## src/rtl/evtPrescalerPkg.sv

```systemverilog
package evtPrescalerPkg;
  // Strobes sent from control to datapath each cycle
  typedef struct packed {
    logic hold;     // soft reset active
    logic rise;     // one counted rising edge
    logic capture;  // latch pulse counter
  } presStrobe_t;
endpackage

```

## src/rtl/evtSync.sv

```systemverilog
module evtSync #(
  parameter int STAGES = 2
) (
  input  logic clk,
  input  logic rstN,
  input  logic din,
  output logic dout
);
  logic [STAGES-1:0] chain;

  generate
    for (genvar i = 0; i < STAGES; i++) begin : g_stage
      if (i == 0) begin : g_first
        always_ff @(posedge clk or negedge rstN) begin
          if (!rstN) chain[i] <= 1'b0;
          else       chain[i] <= din;
        end
      end else begin : g_next
        always_ff @(posedge clk or negedge rstN) begin
          if (!rstN) chain[i] <= 1'b0;
          else       chain[i] <= chain[i-1];
        end
      end
    end
  endgenerate

  assign dout = chain[STAGES-1];
endmodule

```

## src/rtl/evtPrescalerCtrl.sv

```systemverilog
module evtPrescalerCtrl
  import evtPrescalerPkg::*;
#(
  parameter int SYNC_STAGES = 2
) (
  input  logic        clk,
  input  logic        rstN,
  input  logic        runN,
  input  logic        evtIn,
  input  logic        capReq,
  output presStrobe_t strobes
);
  logic evtSynced;
  logic evtPrev;

  evtSync #(.STAGES(SYNC_STAGES)) u_sync (
    .clk  (clk),
    .rstN (rstN),
    .din  (evtIn),
    .dout (evtSynced)
  );

  // Keeps tracking the level during hold, so a level already high at release
  // is not taken as an edge
  always_ff @(posedge clk or negedge rstN) begin
    if (!rstN) evtPrev <= 1'b0;
    else       evtPrev <= evtSynced;
  end

  always_comb begin
    strobes.hold    = !runN;
    strobes.rise    = runN && evtSynced && !evtPrev;
    strobes.capture = capReq;
  end
endmodule

```

## src/rtl/evtPrescalerDp.sv

```systemverilog
module evtPrescalerDp
  import evtPrescalerPkg::*;
#(
  parameter int CNT_W       = 16,
  parameter int CNT_INIT    = 2,
  parameter int WARM_EDGES  = 3,
  parameter int DIV_LO      = 16,
  parameter int DIV_HI      = 64,
  parameter bit SATURATE    = 1'b1
) (
  input  logic              clk,
  input  logic              rstN,
  input  logic              ratioSel,
  input  presStrobe_t       strobes,
  output logic              divOut,
  output logic [CNT_W-1:0]  capValue
);
  localparam int HALF_LO = DIV_LO / 2;
  localparam int HALF_HI = DIV_HI / 2;
  localparam int TGL_W   = (HALF_HI > 1) ? $clog2(HALF_HI) : 1;
  localparam int WARM_W  = $clog2(WARM_EDGES + 1);
  localparam logic [CNT_W-1:0] CNT_RST = CNT_W'(CNT_INIT);

  // ---------------- toggle divider ----------------
  logic [TGL_W-1:0] tglCnt;
  logic [TGL_W-1:0] tglLimit;

  always_comb tglLimit = ratioSel ? TGL_W'(HALF_HI - 1) : TGL_W'(HALF_LO - 1);

  always_ff @(posedge clk or negedge rstN) begin
    if (!rstN) begin
      tglCnt <= '0;
      divOut <= 1'b0;
    end else if (strobes.hold) begin
      tglCnt <= '0;
      divOut <= 1'b0;
    end else if (strobes.rise) begin
      if (tglCnt >= tglLimit) begin
        tglCnt <= '0;
        divOut <= !divOut;
      end else begin
        tglCnt <= tglCnt + 1'b1;
      end
    end
  end

  // ---------------- pulse counter ----------------
  logic [WARM_W-1:0] warmCnt;
  logic [CNT_W-1:0]  pulseCnt;
  logic              atTop;

  generate
    if (SATURATE) begin : g_sat
      assign atTop = &pulseCnt;
    end else begin : g_wrap
      assign atTop = 1'b0;
    end
  endgenerate

  always_ff @(posedge clk or negedge rstN) begin
    if (!rstN) begin
      warmCnt  <= '0;
      pulseCnt <= CNT_RST;
    end else if (strobes.hold) begin
      warmCnt  <= '0;
      pulseCnt <= CNT_RST;
    end else if (strobes.rise) begin
      if (warmCnt < WARM_W'(WARM_EDGES)) begin
        warmCnt <= warmCnt + 1'b1;
      end else if (!atTop) begin
        pulseCnt <= pulseCnt + 1'b1;
      end
    end
  end

  // ---------------- capture register ----------------
  always_ff @(posedge clk or negedge rstN) begin
    if (!rstN)                capValue <= '0;
    else if (strobes.capture) capValue <= pulseCnt;
  end
endmodule

```

## src/rtl/evtPrescaler.sv

```systemverilog
module evtPrescaler
  import evtPrescalerPkg::*;
#(
  parameter int CNT_W       = 16,
  parameter int CNT_INIT    = 2,
  parameter int SYNC_STAGES = 2,
  parameter int DIV_LO      = 16,
  parameter int DIV_HI      = 64
) (
  input  logic             clk,
  input  logic             rstN,
  input  logic             runN,
  input  logic             ratioSel,
  input  logic             evtIn,
  input  logic             capReq,
  output logic             divOut,
  output logic [CNT_W-1:0] capValue
);
  presStrobe_t strobes;

  evtPrescalerCtrl #(.SYNC_STAGES(SYNC_STAGES)) u_ctrl (
    .clk     (clk),
    .rstN    (rstN),
    .runN    (runN),
    .evtIn   (evtIn),
    .capReq  (capReq),
    .strobes (strobes)
  );

  evtPrescalerDp #(
    .CNT_W      (CNT_W),
    .CNT_INIT   (CNT_INIT),
    .WARM_EDGES (CNT_INIT + 1),
    .DIV_LO     (DIV_LO),
    .DIV_HI     (DIV_HI),
    .SATURATE   (1'b1)
  ) u_dp (
    .clk      (clk),
    .rstN     (rstN),
    .ratioSel (ratioSel),
    .strobes  (strobes),
    .divOut   (divOut),
    .capValue (capValue)
  );
endmodule

```

## config.mk

```make
export PLATFORM = sky130hd
export DESIGN_NAME = evtPrescaler
export DESIGN_NICKNAME = d
export VERILOG_FILES = /design/src/rtl/evtPrescalerPkg.sv /design/src/rtl/evtSync.sv /design/src/rtl/evtPrescalerCtrl.sv /design/src/rtl/evtPrescalerDp.sv /design/src/rtl/evtPrescaler.sv
export SDC_FILE = /design/constraint.sdc
export NUM_CORES = 1
export LEC_CHECK = 0
export ABC_AREA = 1
export ABC_CLOCK_PERIOD_IN_PS = 2200
export BUFFER_PORTS_ARGS = -buffer_cell sky130_fd_sc_hd__buf_2
export CAP_MARGIN = 10
export CORE_ASPECT_RATIO = 0.8
export CORE_MARGIN = 5
export CORE_UTILIZATION = 40
export DETAILED_ROUTE_END_ITERATION = 10
export GPL_TIMING_DRIVEN = 0
export PLACE_DENSITY = 0.63
export SLEW_MARGIN = 5
export SYNTH_ARGS = -nofsm -noshare
export SYNTH_HDL_FRONTEND = slang
export SYNTH_HIERARCHICAL = 1
export SYNTH_SLANG_ARGS = --single-unit
```

## constraint.sdc

```tcl
create_clock -name clk -period 2.2 [get_ports clk]
set_input_delay 0.33 -clock clk [delete_from_list [all_inputs] [get_ports clk]]
set_output_delay 0.33 -clock clk [all_outputs]
set_load 0.02 [all_outputs]
```

== Word level (Yosys, flattened, before mapping) ==
Index checks and enable logic that the tools add are counted.

* Add/subtract/negate cells: 3
* Order comparisons: 2
* Eq/ne operators: 5
* Multiplexer cells: 14
* Reduce and logical (&&, ||, !) cells: 8

{| class="wikitable"
|+ Operator list
! kind !! count
|-
| $mux W16 || 4
|-
| $mux W5 || 4
|-
| $add A16 B1 Y16 const B || 1
|-
| $reduce_and A16 Y1 || 1
|-
| $mux W2 || 3
|-
| $ne A2 B1 Y1 const B || 3
|-
| $add A5 B1 Y5 const B || 1
|-
| $ge A5 B5 Y1 || 1
|-
| $ne A2 B2 Y1 const B || 2
|-
| $reduce_and A2 Y1 || 2
|-
| $mux W1 || 3
|-
| $reduce_and A3 Y1 || 1
|-
| $add A2 B1 Y2 const B || 1
|-
| $logic_and A1 B1 Y1 || 2
|-
| $logic_not A1 Y1 || 2
|-
| $lt A2 B2 Y1 const B || 1
|}

* Register bits after elaboration: 43
* Input bits: 6
* Output and inout bits: 17
* Word-level logic and storage cells: 40

== Logic depth before layout (Yosys ltp) ==
Gate-level depths: netlist of the first run.

* Depth after elaboration: 5
* Mapped depth: 10
* Depth with buffers taken out: 9

== Modules after synthesis ==
The synthesis of the first run kept the hierarchy.

{| class="wikitable"
|+ Modules (own cells, without submodules)
! module !! times used !! cells an instance !! area each (um2) !! sequential area each (um2)
|-
| evtPrescalerDp || 1 || 251 || 2065.7 || 1002.2
|-
| evtSync || 1 || 2 || 50.0 || 50.0
|-
| evtPrescalerCtrl || 1 || 5 || 46.3 || 25.0
|}

== Worst setup path after synthesis of the first run ==
OpenSTA, ideal clock, no wires.

* Path type: register to register
* Start: reg u_dp.pulseCnt[1]
* End: reg u_dp.pulseCnt[10]
* Library setup time: 0.066 ns
* Arrival time: 1.549 ns
* Required time: 2.134 ns
* Setup slack: 0.586 ns
* Stages on the path, launching flop included: 11
* Path buffers: 1
* Clock period less this slack: 1.614 ns
* Cells stage by stage: dfstp_2 ha_1 nand3_2 inv_2 nand2_2 nor2_4 nor2_4 nor2_8 buf_6 nand2_1 nand2_1

* Word-level cells in the longest chain between the ends: 5
* Elaborated cells between the ends (all ways): 8
* Classes of those cells: add/sub: 1; eq/ne: 1; mux: 4; reduce/logical: 2

{| class="wikitable"
|+ RTL lines
! what !! line !! source
|-
| from (decl) || evtPrescalerDp.sv:49 || <nowiki>logic [CNT_W-1:0] pulseCnt;</nowiki>
|-
| from (signal assigned) || evtPrescalerDp.sv:71 || <nowiki>pulseCnt <= pulseCnt + 1'b1;</nowiki>
|-
| $add A16 B1 Y16 || evtPrescalerDp.sv:71 ||
|-
| $mux W16 || evtPrescalerDp.sv:70 || <nowiki>end else if (!atTop) begin</nowiki>
|-
| $mux W16 || evtPrescalerDp.sv:68 || <nowiki>if (warmCnt < WARM_W'(WARM_EDGES)) begin</nowiki>
|-
| $mux W16 || evtPrescalerDp.sv:67 || <nowiki>end else if (strobes.rise) begin</nowiki>
|-
| $mux W16 || evtPrescalerDp.sv:64 || <nowiki>end else if (strobes.hold) begin</nowiki>
|}

Several ways; a longest one is shown, not always the timed one. The select of a mux whose other input is x is not followed.
A chain may end at the register's enable or synchronous reset.

== Worst setup path after layout of the first run ==
Ends and elaborated chain as after synthesis.

==> results.tsv, run 1 <==
stage	metric	value	unit
critical_path	worstPathCellList	ha_1 > nand3_2 > inv_2 > nand2_2 > nor2_4 > nor2_4 > nor2_8 > buf_6 > nand2_1 > nand2_1	
floorplan	die_area	6985	um^2
power_and_ir_drop	power.density	639.7	nW/um^2
floorplan	core	5345	um^2
global_route	grt.total_usage	14.01	%
synth	synth_most_common_cell	nand2_1	
final_layout	area_growth	14.06	%
global_route	grt_pass1_vias	1549	
sta	finalSetupTns	0	ns
sta	post-route-period-util	87.57	%
cts	cts_max_level	2	
critical_path	end_kind	flop	
sta	finalSetupViolCount	0	
synth	synth_edf_count	0	
final_layout	utilization	46.14	%
synth	synthCells	258	
drt	drtPass1Iterations	4	
final_layout	fin_cells	352	
synth	ys.warnings.count	6	
cts	clockBufferDepth	2	
synth	synth_fp_nets	269	
drt	ant_nets	0	
drt	drt-total-wl	4667	um
drt	drc	0	
cts	clock_latency	0.29	ns
cts	cts_resized	0	
final_layout	fin_nets	297	
synth	yosysSeqAreaShare	49.83	%
sta	slew_viol_final	0	
sta	tightest_slew	0.9500	ns
floorplan	fp.dieH	75.76	um
power_and_ir_drop	leakagePower	1.220	nW
cts	cts_root_buf	clkbuf_8	
final_layout	drive_above_1_share	17.07	%
sta	finClkSkew	0.005100	ns
synth	synthTopCellsByArea	dfrtp_1, nand2_1, nand4_1	
synth	async_reset_ff_share	100.0	%
drt	routed_via_density	4.980	
final_layout	n_antenna_cell	0	
floorplan	io_pins	23	
min_path	hold_path_class	primary input to flop	
place	place_congestion	0.8993	
cts	holdBufCountCts	0	
critical_path	slowest_delay	0.57	ns
cts	cts_buffers	5	
critical_path	critical_path.slowest_cell	dfstp_2	
cts	cts_setup_buffers	0	
floorplan	die_x	92.20	um
cts	clkTransAtPathRegs	0.08	ns
place	dpl-instance-area	2349	um^2
critical_path	critPathRequiredTime	2.43	ns
sta	finalHoldViolations	0	
final_layout	fin_area	2466	um^2
drt	wl_per_cell	13.26	um
synth	post_synth.cell_area_avg	8.380	um^2
critical_path	setup.worst_path.class	flop to flop	
synth	ys_types	28	
drt	detail_route.iter0.violations	120	
global_route	antenna_found_initial	0	
global_route	grt_max_degree	44	
critical_path	path_max_fanout	10	
drt	num_vias	1753	
critical_path	crit_arrival	2.16	ns
power_and_ir_drop	max-vdd-ir-drop	0.2973	mV
outcome	status	finished, final reports clean	
synth	synth_area	2162	um^2
flow_run	max-cap-violations	0	
sta	relSlewSlack	36.67	%
place	dp_hpwl	3342	um
sta	hold_ws	0.1394	ns
place	portBuffers	21	
synth	ys_top_cells_by_count	nand2_1, dfrtp_1, nor2_1, inv_1, nand4_1	
synth	synth_top_area_share	48.61	%
sta	max_freq	519.1	MHz
global_route	grt_overflow_total	0	
synth	synth_flop_cell	dfrtp_1	
sta	rsz0062_at_grt	false	
place	dp_cells	344	
cts	cts.sinks	43	
global_route	grt_first_pass_wirelength	7734	um
synth	yosysTopAreaCell	dfrtp_1	
synth	ys_ff_latch	43	
sta	fin_crit	1.927	ns
floorplan	initial_utilization	40.45	%
floorplan	num_rows	24	
critical_path	cp-start-kind	flop	
cts	tritoncts	done	
where the power goes:
group / leakage, nW / switching, mW / internal, mW
clock: 0.0612 / 0.270 / 0.368
sequential: 0.571 / 0.0113 / 0.812
combinational: 0.588 / 0.0816 / 0.0354
state kept, by name (all words and copies together), names as in the netlist:
name and cells:
u_dp/pulseCnt 16, u_dp/divOut 1, u_ctrl/u_sync/dout 1, u_dp/tglCnt 5, u_ctrl/u_sync/chain 1, u_dp/capValue 16, u_dp/warmCnt 2, u_ctrl/evtPrev 1
per-layer routing:
layer	vias up	wire, um	track usage (%)
met3	5	320	3.159
met2	42	1997	20.39
li1	899	-	-
met5	-	0	0
met4	0	32	2.471
met1	807	2316	21.51
through the flow:
step	total power [mW]	setup slack (ns)
floorplan	0.9081	0.5858
global placement	0.9564	0.3428
detailed placement	0.9590	0.3146
CTS	1.593	0.2780
global route	1.650	0.1291
finish	1.578	0.2735
cells in the final DEF (no fill, tap or decap), types with 2 or more instances in the layout:
cell,instances
nand2_1,74
a21oi_1,14
nand2_2,2
clkbuf_8,6
nor2_4,3
o21bai_1,3
inv_1,23
mux2_2,6
o21ai_0,7
nand4_1,20
nor2_1,31
buf_2,22
ha_1,5
clkbuf_1,4
dfrtp_1,42
nand3_1,9
xor2_1,2
worst max-delay path: cells and delay by family, from the launching register on:
family	cells	cell delay, ns
and+or+nand+nor	7	0.73
DFF	1	0.57
buffers and inverters	2	0.30
adders and majority gates	1	0.26
worst paths after layout:
kind                                             start                      to  slack [ns]  cells past startpoint
max in group asynchronous                         rstN        u_dp/pulseCnt[8]        1.43                      1
worst min register to register  u_ctrl/u_sync/chain[0]      u_ctrl/u_sync/dout        0.35                      0
min in group asynchronous                         rstN        u_dp/capValue[1]        0.18                      1
worst max register to register        u_dp/pulseCnt[1]       u_dp/pulseCnt[10]        0.27                     10
worst max-delay path                  u_dp/pulseCnt[1]       u_dp/pulseCnt[10]        0.27                     10
worst min-delay path                             evtIn  u_ctrl/u_sync/chain[0]        0.14                      1
cells by family after synthesis:
logic type	synth area share, %
compound gates	5.903
xor+xnor	1.215
simple gates	30.44
mux	3.588
flops	49.83
buf+inv	6.133
fa+ha+maj	2.894
area by class of cell:
class | instances | area (um^2)
well taps | 65 | 81.33
plain buffers | 8 | 42.54
clock inverters | 2 | 35.03
clock buffers | 6 | 82.58
fillers | 530 | 2879
flip-flops and latches | 43 | 1077
multi-input cells | 183 | 952.2
inverters | 24 | 90.09
repair buffers | 21 | 105.1
Note: power is estimated with default switching activity, not from simulation.
==> inputs of run 2 (changes only) <==
Settings changed: MAX_ROUTING_LAYER set to met4.
==> results.tsv, run 2 (synthesized netlist as in run 1, its figures left out) <==
stage	metric	value	unit
drt	wl_per_cell	13.23	um
critical_path	critPathRequiredTime	2.43	ns
final_layout	area_growth	14.06	%
final_layout	top_regs	u_dp/capValue: 16 flops, u_dp/pulseCnt: 16 flops, u_dp/tglCnt: 5 flops	
cts	cts_resized	0	
power_and_ir_drop	leakagePower	1.220	nW
sta	slew_viol_final	0	
cts	clockBufferDepth	2	
drt	drtPass1Iterations	6	
final_layout	fin_nets	297	
cts	clock_latency	0.29	ns
power_and_ir_drop	max-vdd-ir-drop	0.2965	mV
cts	clkTransAtPathRegs	0.08	ns
sta	tightest_slew	0.9586	ns
sta	rsz0062_at_grt	false	
sta	hold_ws	0.1414	ns
cts	tritoncts	done	
outcome	status	finished, final reports clean	
critical_path	path_max_fanout	10	
floorplan	io_pins	23	
flow_run	max-cap-violations	0	
drt	routed_via_density	5.060	
cts	holdBufCountCts	0	
floorplan	die_x	92.20	um
sta	finClkSkew	0.004661	ns
final_layout	fin_area	2466	um^2
critical_path	end_kind	flop	
sta	max_freq	525.9	MHz
floorplan	die_area	6985	um^2
global_route	grt_first_pass_wirelength	7734	um
sta	fin_crit	1.901	ns
global_route	grt_max_degree	44	
drt	ant_nets	0	
floorplan	core	5345	um^2
critical_path	setup.worst_path.class	flop to flop	
final_layout	final_common_cell	nand2_1	
power_and_ir_drop	power.density	638.2	nW/um^2
global_route	grt_overflow_total	0	
cts	cts_root_buf	clkbuf_8	
final_layout	n_antenna_cell	0	
floorplan	fp.dieH	75.76	um
place	dpl-instance-area	2349	um^2
final_layout	final_cell_mix	nand2_1, dfrtp_1, nor2_1, inv_1, buf_2	
sta	finalSetupTns	0	ns
drt	drc	0	
floorplan	num_rows	24	
floorplan	initial_utilization	40.45	%
cts	cts_max_level	2	
cts	cts.sinks	43	
sta	post-route-period-util	86.43	%
final_layout	drive_above_1_share	17.07	%
cts	cts_buffers	5	
final_layout	fillers	530	
sta	relSlewSlack	36.09	%
global_route	grt_pass1_vias	1554	
drt	drt-total-wl	4658	um
drt	detail_route.iter0.violations	117	
cts	cts_setup_buffers	0	
global_route	grt.total_usage	14.48	%
sta	finalSetupViolCount	0	
place	portBuffers	21	
critical_path	cp-start-kind	flop	
min_path	hold_path_class	primary input to flop	
place	place_congestion	0.9147	
drt	num_vias	1781	
place	dp_hpwl	3342	um
global_route	antenna_found_initial	0	
critical_path	crit_arrival	2.13	ns
sta	finalHoldViolations	0	
[run 2: cell counts in the layout (fill, tap and decap cells not counted)]
Identical to the previous run, type by type.
[run 2: power breakdown]
part,switching (mW),internal [mW]
Sequential,0.0113,0.812
Clock,0.266,0.367
Combinational,0.0813,0.0354
[run 2: final cells by class]
| class | instances | area [um^2] | share of cell area [%] |
|---|---|---|---|
| Buffer | 8 | 42.54 | 1.725 |
| Multi-Input combinational cell | 183 | 952.2 | 38.61 |
| Timing Repair Buffer | 21 | 105.1 | 4.262 |
| Clock buffer | 6 | 82.58 | 3.349 |
| Sequential cell | 43 | 1077 | 43.68 |
| Tap cell | 65 | 81.33 | 3.298 |
| Inverter | 24 | 90.09 | 3.653 |
| Clock inverter | 2 | 35.03 | 1.421 |
[run 2: per-layer routing]
layer	global-route usage, %	routed length (um)	up-vias
li1	-	-	898
met1	21.63	2354	838
met2	20.31	2050	40
met3	3.159	220	5
met4	2.471	32	0
met5	-	0	-
[run 2: worst paths after layout]
path,slack (ns),endpoint,cells after the start,from
worst max-delay path,0.30,u_dp/pulseCnt[12],10,u_dp/pulseCnt[1]
max in group asynchronous,1.42,u_dp/pulseCnt[5],1,rstN
min in group asynchronous,0.19,u_dp/capValue[1],1,rstN
worst min register to register,0.35,u_ctrl/u_sync/dout,0,u_ctrl/u_sync/chain[0]
worst max register to register,0.30,u_dp/pulseCnt[12],10,u_dp/pulseCnt[1]
worst min-delay path,0.14,u_ctrl/u_sync/chain[0],1,evtIn
[run 2: metrics by stage]
step | worst slack, ns | std cells | total power [mW] | util, %
global route | 0.1291 | 352 | 1.650 | 46.14
finish | 0.2986 | 352 | 1.574 | 46.14
global placement | 0.3428 | 344 | 0.9564 | 43.94
detailed placement | 0.3146 | 344 | 0.9590 | 43.94
floorplan | 0.5858 | 258 | 0.9081 | -
CTS | 0.2780 | 352 | 1.593 | 46.14
[run 2: critical path, cell delays in order (launching register included)]
cell     delay (ns)
dfstp_2        0.57
ha_1           0.25
nand3_2        0.14
inv_2          0.12
nand2_2        0.08
nor2_4         0.13
nor2_4         0.08
nor2_8         0.16
buf_6          0.18
nand2_1        0.06
nand2_1        0.07
==> inputs of run 3 (changes only) <==
Settings changed: ABC_AREA 1 to not set, PLACE_DENSITY 0.63 to 0.61.
==> results.tsv, run 3 <==
stage	metric	value	unit
outcome	status	finished, final reports clean	
sta	relSlewSlack	36.46	%
critical_path	critical_path.slowest_cell	dfstp_2	
synth	ys_top_cells_by_count	dfrtp_1, mux2_2, a21oi_1, nor2_1, nand2_1	
power_and_ir_drop	power.density	585.5	nW/um^2
final_layout	fin_cells	287	
synth	yosysTopAreaCell	dfrtp_1	
drt	drt-total-wl	4277	um
min_path	hold_path_class	primary input to flop	
place	place_congestion	0.8235	
critical_path	crit_path_frequent_cell	or4_1	
cts	cts_max_level	2	
sta	post-route-period-util	96.23	%
global_route	grt.total_usage	13.70	%
final_layout	final_common_cell	dfrtp_1	
drt	wl_per_cell	14.90	um
synth	async_reset_ff_share	100.0	%
cts	holdBufCountCts	0	
final_layout	fillers	470	
final_layout	fin_nets	235	
floorplan	die_x	90.54	um
power_and_ir_drop	max-vdd-ir-drop	0.3432	mV
drt	drc	0	
cts	tritoncts	done	
global_route	antenna_found_initial	0	
synth	post_synth.cell_area_avg	10.64	um^2
floorplan	num_rows	23	
place	portBuffers	21	
sta	finalHoldViolations	0	
cts	clkTransAtPathRegs	0.08	ns
floorplan	io_pins	23	
place	place_ws	0.0005964	ns
final_layout	regArea	1077	um^2
floorplan	core	5007	um^2
synth	ys.warnings.count	6	
critical_path	worstPathCellList	ha_4 > nand4_1 > or4_1 > clkbuf_4 > or4_1 > a21oi_2	
floorplan	die_area	6739	um^2
drt	num_vias	1536	
sta	tightest_slew	0.9531	ns
final_layout	drive_above_1_share	28.00	%
cts	clock_latency	0.29	ns
final_layout	n_antenna_cell	0	
cts	cts_root_buf	clkbuf_8	
synth	synthTopCellsByArea	dfrtp_1, mux2_2, a21oi_1	
critical_path	path_max_fanout	7	
drt	detail_route.iter0.violations	82	
place	dp_cells	278	
critical_path	crit_arrival	2.34	ns
synth	synth_top_area_share	50.63	%
global_route	grt_first_pass_wirelength	7176	um
global_route	grt_max_degree	44	
floorplan	fp.dieH	74.43	um
synth	synth_flop_cell	dfrtp_1	
drt	drtPass1Iterations	5	
sta	layout_setup_ws	0.08302	ns
synth	yosysSeqAreaShare	51.90	%
place	dp_hpwl	2867	um
critical_path	setup.worst_path.class	flop to flop	
sta	finalSetupViolCount	0	
sta	slew_viol_final	0	
cts	cts.sinks	43	
cts	cts_buffers	5	
cts	clockBufferDepth	2	
synth	synth_area	2076	um^2
sta	finClkSkew	0.004274	ns
final_layout	multi_input_area	970.9	um^2
sta	fin_crit	2.117	ns
global_route	grt_pass1_vias	1498	
sta	max_freq	472.4	MHz
critical_path	slowest_delay	0.58	ns
synth	synth_edf_count	0	
critical_path	cp-start-kind	flop	
synth	synthCells	195	
final_layout	area_growth	15.55	%
critical_path	end_kind	flop	
global_route	grt_overflow_total	0	
final_layout	final_cell_mix	dfrtp_1, mux2_2, buf_2, a21oi_1, nor2_1	
critical_path	critPathRequiredTime	2.42	ns
floorplan	initial_utilization	41.45	%
synth	ys_ff_latch	43	
power_and_ir_drop	leakagePower	1.094	nW
flow_run	max-cap-violations	0	
synth	synth_fp_nets	206	
final_layout	top_regs	u_dp/capValue: 16 flops, u_dp/pulseCnt: 16 flops, u_dp/tglCnt: 5 flops	
synth	ys_types	37	
synth	synth_most_common_cell	dfrtp_1	
drt	ant_nets	0	
final_layout	utilization	47.90	%
drt	routed_via_density	5.352	
sta	finalSetupTns	0	ns
run 3: cells by family (layout without fill, tap and decap cells):
| group | count (synthesis) | after routing | synth area share (%) |
|---|---|---|---|
| adders and majority gates | 5 | 5 | 3.014 |
| and+or+nand+nor | 75 | 75 | 19.29 |
| muxes | 26 | 26 | 13.92 |
| AOI/OAI and AO/OA | 33 | 33 | 9.222 |
| buffers and inverters | 13 | 43 | 2.652 |
| DFF | 43 | 43 | 51.90 |
run 3: final timing paths:
| check | start | endpoint | slack, ns | cells after the start |
|---|---|---|---|---|
| setup / recovery | u_dp/pulseCnt[1] | u_dp/pulseCnt[14] | 0.08 | 6 |
| hold / removal | evtIn | u_ctrl/u_sync/chain[0] | 0.13 | 1 |
| setup reg to reg | u_dp/pulseCnt[1] | u_dp/pulseCnt[14] | 0.08 | 6 |
| hold reg to reg | u_ctrl/u_sync/chain[0] | u_ctrl/u_sync/dout | 0.36 | 0 |
| max in group asynchronous | rstN | u_dp/capValue[3] | 1.43 | 1 |
| min in group asynchronous | rstN | u_dp/tglCnt[4] | 0.17 | 1 |
run 3: worst max-delay path, delay by kind of cell, from the launching register on:
family | cells | cell delay [ns]
buffers and inverters | 1 | 0.18
adders and majority gates | 1 | 0.16
AOI/OAI and AO/OA | 1 | 0.14
DFF | 1 | 0.58
and+or+nand+nor | 3 | 0.98
run 3: final cells by class:
cell class                 instances  area share [%]
sequential                        43           44.91
tap                               62           3.234
clock buffer                       8           4.173
multi-input combinational        139           40.48
buffer                             8           1.721
inverter                           5          0.7825
timing repair buffer              22           4.695
run 3: where the power goes:
| group | internal (mW) | switching [mW] | leakage, nW | total [mW] |
|---|---|---|---|---|
| sequential | 0.795 | 0.00306 | 0.585 | 0.798 |
| combinational | 0.0171 | 0.0414 | 0.458 | 0.0586 |
| clock | 0.287 | 0.261 | 0.0515 | 0.548 |
| total | 1.10 | 0.306 | 1.09 | 1.40 |
run 3: timing repair:
action	CTS	global route
setup endpoints to repair	1	4
pin swaps	1	1
setup buffers	0	1
resized for setup	2	5
run 3: per-stage QoR:
stage	power, mW	hold WS, ns	instance area, um^2
finish	1.404	0.1347	2399
global route	1.471	0.1315	2399
CTS	1.429	0.1262	2364
detailed placement	0.8739	0.3472	2258
global placement	0.8724	0.3326	2258
floorplan	0.8437	0.03441	2076
run 3: layer usage:
| metal | part of all wire [%] | track usage, % |
|---|---|---|
| met4 | 1.4 | 4.463 |
| met2 | 46 | 21.43 |
| met3 | 4.4 | 3.337 |
| met1 | 49 | 17.65 |
| met5 | 0 | - |
